$ cat src/rtl/xcvr_pkg.sv
package xcvr_pkg;
  localparam int DEF_LANES  = 2;
  localparam int DEF_LANE_W = 8;

  typedef struct packed {
    logic abOpen;
    logic abDrive;
    logic baOpen;
    logic baDrive;
  } laneStrobe_t;
endpackage

$ cat src/rtl/xcvr_ctrl.sv
module xcvr_ctrl
  import xcvr_pkg::*;
#(
  parameter int LANES = DEF_LANES
) (
  input  logic [LANES-1:0] ceAbN,
  input  logic [LANES-1:0] leAbN,
  input  logic [LANES-1:0] oeAbN,
  input  logic [LANES-1:0] ceBaN,
  input  logic [LANES-1:0] leBaN,
  input  logic [LANES-1:0] oeBaN,
  output laneStrobe_t [LANES-1:0] strobes
);
  for (genvar l = 0; l < LANES; l++) begin : g_lane
    always_comb begin
      strobes[l].abOpen  = !ceAbN[l] && !leAbN[l];
      strobes[l].abDrive = !ceAbN[l] && !oeAbN[l];
      strobes[l].baOpen  = !ceBaN[l] && !leBaN[l];
      strobes[l].baDrive = !ceBaN[l] && !oeBaN[l];
    end
  end
endmodule

$ cat src/rtl/xcvr_lane_latch.sv
module xcvr_lane_latch #(
  parameter int LANE_W = 8
) (
  input  logic              clk,
  input  logic              rstN,
  input  logic              open,
  input  logic              drive,
  input  logic [LANE_W-1:0] din,
  output logic [LANE_W-1:0] dout,
  output logic [LANE_W-1:0] oe
);
  logic [LANE_W-1:0] held;

  always_ff @(posedge clk or negedge rstN) begin
    if (!rstN)     held <= '0;
    else if (open) held <= din;
  end

  assign dout = open ? din : held;
  assign oe   = {LANE_W{drive}};
endmodule

$ cat src/rtl/xcvr_datapath.sv
module xcvr_datapath
  import xcvr_pkg::*;
#(
  parameter int LANES  = DEF_LANES,
  parameter int LANE_W = DEF_LANE_W,
  localparam int BUS_W = LANES * LANE_W
) (
  input  logic                    clk,
  input  logic                    rstN,
  input  laneStrobe_t [LANES-1:0] strobes,
  input  logic [BUS_W-1:0]        aIn,
  input  logic [BUS_W-1:0]        bIn,
  output logic [BUS_W-1:0]        aOut,
  output logic [BUS_W-1:0]        aOe,
  output logic [BUS_W-1:0]        bOut,
  output logic [BUS_W-1:0]        bOe
);
  for (genvar l = 0; l < LANES; l++) begin : g_lane
    xcvr_lane_latch #(.LANE_W(LANE_W)) u_ab (
      .clk  (clk),
      .rstN (rstN),
      .open (strobes[l].abOpen),
      .drive(strobes[l].abDrive),
      .din  (aIn[l*LANE_W +: LANE_W]),
      .dout (bOut[l*LANE_W +: LANE_W]),
      .oe   (bOe[l*LANE_W +: LANE_W])
    );
    xcvr_lane_latch #(.LANE_W(LANE_W)) u_ba (
      .clk  (clk),
      .rstN (rstN),
      .open (strobes[l].baOpen),
      .drive(strobes[l].baDrive),
      .din  (bIn[l*LANE_W +: LANE_W]),
      .dout (aOut[l*LANE_W +: LANE_W]),
      .oe   (aOe[l*LANE_W +: LANE_W])
    );
  end
endmodule

$ cat src/rtl/xcvr_byte_latch.sv
module xcvr_byte_latch
  import xcvr_pkg::*;
#(
  parameter int LANES  = DEF_LANES,
  parameter int LANE_W = DEF_LANE_W,
  localparam int BUS_W = LANES * LANE_W
) (
  input  logic             clk,
  input  logic             rstN,
  input  logic [BUS_W-1:0] aIn,
  input  logic [BUS_W-1:0] bIn,
  input  logic [LANES-1:0] ceAbN,
  input  logic [LANES-1:0] leAbN,
  input  logic [LANES-1:0] oeAbN,
  input  logic [LANES-1:0] ceBaN,
  input  logic [LANES-1:0] leBaN,
  input  logic [LANES-1:0] oeBaN,
  output logic [BUS_W-1:0] aOut,
  output logic [BUS_W-1:0] aOe,
  output logic [BUS_W-1:0] bOut,
  output logic [BUS_W-1:0] bOe
);
  laneStrobe_t [LANES-1:0] strobes;

  xcvr_ctrl #(.LANES(LANES)) u_ctrl (
    .ceAbN  (ceAbN),
    .leAbN  (leAbN),
    .oeAbN  (oeAbN),
    .ceBaN  (ceBaN),
    .leBaN  (leBaN),
    .oeBaN  (oeBaN),
    .strobes(strobes)
  );

  xcvr_datapath #(.LANES(LANES), .LANE_W(LANE_W)) u_dp (
    .clk    (clk),
    .rstN   (rstN),
    .strobes(strobes),
    .aIn    (aIn),
    .bIn    (bIn),
    .aOut   (aOut),
    .aOe    (aOe),
    .bOut   (bOut),
    .bOe    (bOe)
  );
endmodule

$ cat config.mk
export PLATFORM = sky130hd
export DESIGN_NAME = xcvr_byte_latch
export DESIGN_NICKNAME = d
export VERILOG_FILES = /design/src/rtl/xcvr_pkg.sv /design/src/rtl/xcvr_ctrl.sv /design/src/rtl/xcvr_lane_latch.sv /design/src/rtl/xcvr_datapath.sv /design/src/rtl/xcvr_byte_latch.sv
export SDC_FILE = /design/constraint.sdc
export NUM_CORES = 1
export LEC_CHECK = 0
export BUFFER_PORTS_ARGS = -buffer_cell sky130_fd_sc_hd__buf_2
export CAP_MARGIN = 15
export CORE_MARGIN = 2
export CORE_UTILIZATION = 41
export CTS_CLUSTER_DIAMETER = 200
export CTS_CLUSTER_SIZE = 30
export DETAILED_ROUTE_END_ITERATION = 6
export PLACE_DENSITY = 0.8
export SLEW_MARGIN = 20
export SYNTH_ARGS = -nofsm -noshare
export SYNTH_HDL_FRONTEND = slang
export SYNTH_HIERARCHICAL = 1
export SYNTH_SLANG_ARGS = --single-unit
$ cat constraint.sdc
create_clock -name clk -period 1 [get_ports clk]
set_input_delay 0.1 -clock clk [delete_from_list [all_inputs] [get_ports clk]]
set_output_delay 0.1 -clock clk [all_outputs]
set_load 0.02 [all_outputs]
After elaboration in Yosys (flattened, before gate mapping) --
Index checks and enable logic that the tools add are counted.
Operators by class: muxes and demuxes 4, reduce and logical (&&, ||, !) cells 20
Operator list (count):
- $mux W8 | 4
- $logic_not A1 Y1 | 12
- $logic_and A1 B1 Y1 | 8
Word-level totals: word-level logic and storage cells 28, bits in registers 32, bits of input ports 46

Longest topological paths before layout --
word-level depth 3, depth in mapped cells 3

Hierarchy --
Netlist, hierarchy kept.
By module, submodules not included:
- xcvr_lane_latch | times used 4, cells an instance 25, seq. area each 200.2 um2, area each 391.6 um2
- xcvr_ctrl | times used 1, cells an instance 8, seq. area each 0.0 um2, area each 30.0 um2

Worst setup path after synthesis --
OpenSTA, ideal clock, no wires.
path kind in2reg, start in ceAbN[0], end reg u_dp.g_lane[0].u_ab.held[0], arrival time 0.710 ns, setup slack 0.151 ns, setup time 0.139 ns, stages 3, path buffers 1, path through nor2_1 > buf_6 > mux2_4
Between the ends: word-level cells in the longest chain between the ends 3
Ends and longest elaborated chain:
- from (decl) | line xcvr_byte_latch.sv:12 | input logic [LANES-1:0] ceAbN,
- $logic_not A1 Y1 | line xcvr_ctrl.sv:16 | strobes[l].abOpen = !ceAbN[l] && !leAbN[l];
- $logic_and A1 B1 Y1 | line xcvr_ctrl.sv:16
- $mux W8
- via bOut[0] | line xcvr_byte_latch.sv:20 | output logic [BUS_W-1:0] bOut,
- to (signal assigned) | line xcvr_lane_latch.sv:16 | else if (open) held <= din;
- to (decl) | line xcvr_lane_latch.sv:12 | logic [LANE_W-1:0] held;
The timed path passes the listed nets, and every way through them passes these cells.

Final worst setup path --
start reg u_dp.g_lane[1].u_ba.held[5], end out aOut[13]
Between the ends: word-level cells in the longest chain between the ends 1
Ends and longest elaborated chain:
- from (decl) | line xcvr_lane_latch.sv:12
- from (signal assigned) | line xcvr_lane_latch.sv:16
- $mux W8 | line xcvr_lane_latch.sv:19 | assign dout = open ? din : held;
- to (decl) | line xcvr_byte_latch.sv:18 | output logic [BUS_W-1:0] aOut,
Every way passes these cells.

==> flow_summary.json <==
{
  "coreArea_mm2": 0.00372,
  "power.density_mw_per_mm2": 1710,
  "critPathKind": "reg2out",
  "die_w_um": 66.4,
  "start_kind": "flop",
  "place.gp.congestion": 0.739,
  "drcViolationCount": 0,
  "antenna_cells": 0,
  "synth_largest_area_cell": "dfrtp_1",
  "fin_worst_hold_slack_ns": 0.0689,
  "crit_arrival_ns": 1.07,
  "cp.required_ns": 0.90,
  "grt_pass1_wl_um": 4810,
  "clock_sinks": 32,
  "die_h_um": 66.4,
  "portBuffers": 109,
  "clock-root-buffer": "clkbuf_8",
  "numCtsBuffers": 5,
  "yosys-top-cells-area": "dfrtp_1 50%, mux2_4 30%, buf_4 15%, buf_6 2.8%, nor2_1 1.9%",
  "clk_pin_slew_ns": 0.07,
  "p_switching_mw": 1.21,
  "setup_violations": 32,
  "dieArea_mm2": 0.00441,
  "hold_violations": 0,
  "preCtsSetupSlack_ns": -0.0966,
  "synthToLayoutAreaGrowth_pct": 50.9,
  "dp_hpwl_um": 2340,
  "timing.final.ws_setup_ns": -0.169,
  "p_int_mw": 2.92,
  "drv_cap": 0,
  "num-fill-cells": 277,
  "swShare": 0.292,
  "relSlewSlack": 0.727,
  "maxSlewViolCount": 0,
  "crit_fanout": 2,
  "first_pass_iters": 3,
  "status": "finished with violations",
  "max_freq_mhz": 856,
  "fin_worst_skew_ns": 0,
  "wl_per_cell_um": 12.9,
  "grt_pass1_vias": 1117,
  "start_util": 0.430,
  "nNetsFinal": 257,
  "worst_slew_pin_slew_ns": 0.409,
  "synth_cell_types": 5,
  "place_area_mm2": 0.00199,
  "synth_top_area_share": 0.502,
  "clock_power_share": 0.241,
  "synthCells": 108,
  "io_pins": 110,
  "comb_power_share": 0.384,
  "synth_area_mm2": 0.00160,
  "hold_path.class": "in2reg",
  "finalCritPeriodShare": 1.17,
  "layout-drive-gt1-share": 0.797,
  "ys_ff_latch": 32,
  "finish.utilization": 0.648,
  "vdd_ir_drop_max_uv": 1050,
  "end_kind": "output pin",
  "vias": 1101,
  "clock_latency_ns": 0.27,
  "rows": 22,
  "ant_nets": 0,
  "htreeDepth": 2,
  "track_usage": 0.149,
  "final_area_mm2": 0.00241,
  "cts_tree": "yes",
  "antenna_found_initial": 0,
  "synth_nets": 154,
  "violations": "negative setup slack",
  "dp_cells": 237,
  "final_cell_count_no_fill": 260,
  "synth_warnings": 6,
  "wl_um": 3360,
  "clk_path_buf_depth": 2,
  "power_frac_seq": 0.375,
  "period_needed_ns": 1.17,
  "ys_seq_area_frac": 0.502,
  "avgSynthCellArea_um2": 14.8,
  "p_leak_nw": 1.32,
  "grt_overflow": 0,
  "grt_max_degree": 18,
  "drt-initial-drc-count": 8,
  "rsz0062_at_grt": "yes",
  "vias_per_cell": 4.23
}
[path summary, 6_finish.rpt]
path / startpoint / slack [ns] / end / cells after the start
worst max-delay path: u_dp/g_lane[1].u_ba/held[5] / -0.17 / aOut[13] / 2
worst max register to register: u_dp/g_lane[0].u_ab/held[6] / 0 / u_dp/g_lane[0].u_ab/held[6] / 3
max in group asynchronous: rstN / 0.28 / u_dp/g_lane[1].u_ba/held[4] / 3
min in group asynchronous: rstN / 0.30 / u_dp/g_lane[0].u_ab/held[4] / 2
worst min-delay path: aIn[4] / 0.07 / u_dp/g_lane[0].u_ab/held[4] / 2
worst min register to register: u_dp/g_lane[1].u_ba/held[1] / 0.50 / u_dp/g_lane[1].u_ba/held[1] / 1
[through the flow]
step | setup TNS, ns | power (mW)
final | -4.78 | 4.13
after global placement | -2.43 | 2.71
after CTS | -5.10 | 4.09
after floorplan | 0 | 2.41
after detailed placement | -2.68 | 2.73
after global routing | -5.76 | 4.30
[cell usage after synthesis]
library cell  number
buf_4             32
buf_6              4
dfrtp_1           32
mux2_4            32
nor2_1             8
[state kept, by name, summed over array words and instances (netlist names)]
signal and flops:
u_dp/g_lane.u_ab/held 16, u_dp/g_lane.u_ba/held 16
[power groups by stage]
stage | combinational [mW] | clock [mW] | sequential [mW]
floorplan | 0.868 | 0 | 1.54
global placement | 1.14 | 0 | 1.56
detailed placement | 1.17 | 0 | 1.56
CTS | 1.53 | 1.02 | 1.55
global route | 1.67 | 1.06 | 1.56
finish | 1.58 | 0.996 | 1.55
[repair_timing]
| action | 4_1_cts | 5_1_grt |
|---|---|---|
| hold buffers | 1 | 0 |
| setup endpoints to repair | 32 | 32 |
| gates resized for setup | 64 | 4 |
| hold endpoints to repair | 16 | 0 |
| buffers inserted | 10 | 4 |
[final cells by class]
class	count	area [um^2]	share of cell area
clock buffer	8	90.1	0.0374
sequential	32	801	0.332
multi-input combinational	40	510	0.212
tap	48	60.1	0.0249
timing repair buffer	132	948	0.394
[worst max-delay path, stage by stage (launching register included)]
cell	delay [ns]
dfrtp_1	0.38
mux2_4	0.28
buf_6	0.13
[cell families (layout without fill, tap and decap cells)]
group | Yosys count | count (layout) | share of synthesized area
DFF | 32 | 32 | 0.502
and+or+nand+nor | 8 | 8 | 0.0188
buffers and inverters | 36 | 140 | 0.179
muxes | 32 | 32 | 0.301
[metal layers]
layer  track usage  part of all wire  vias up
li1              -                 -      529
met1         0.151              0.36      519
met2         0.279              0.57       49
met3        0.0324             0.059        4
met4        0.0842             0.014        0
met5             0                 0        -
[cells in the final DEF (no fill, tap or decap)]
cell	netlist	layout
clkbuf_1	0	2
clkbuf_8	0	6
dfrtp_1	32	32
buf_6	4	36
dlygate4sd3_1	0	1
buf_12	0	1
buf_2	0	77
mux2_4	32	32
nor2_1	8	8
buf_4	32	17
No activity file was read; power rests on OpenSTA's default activity.
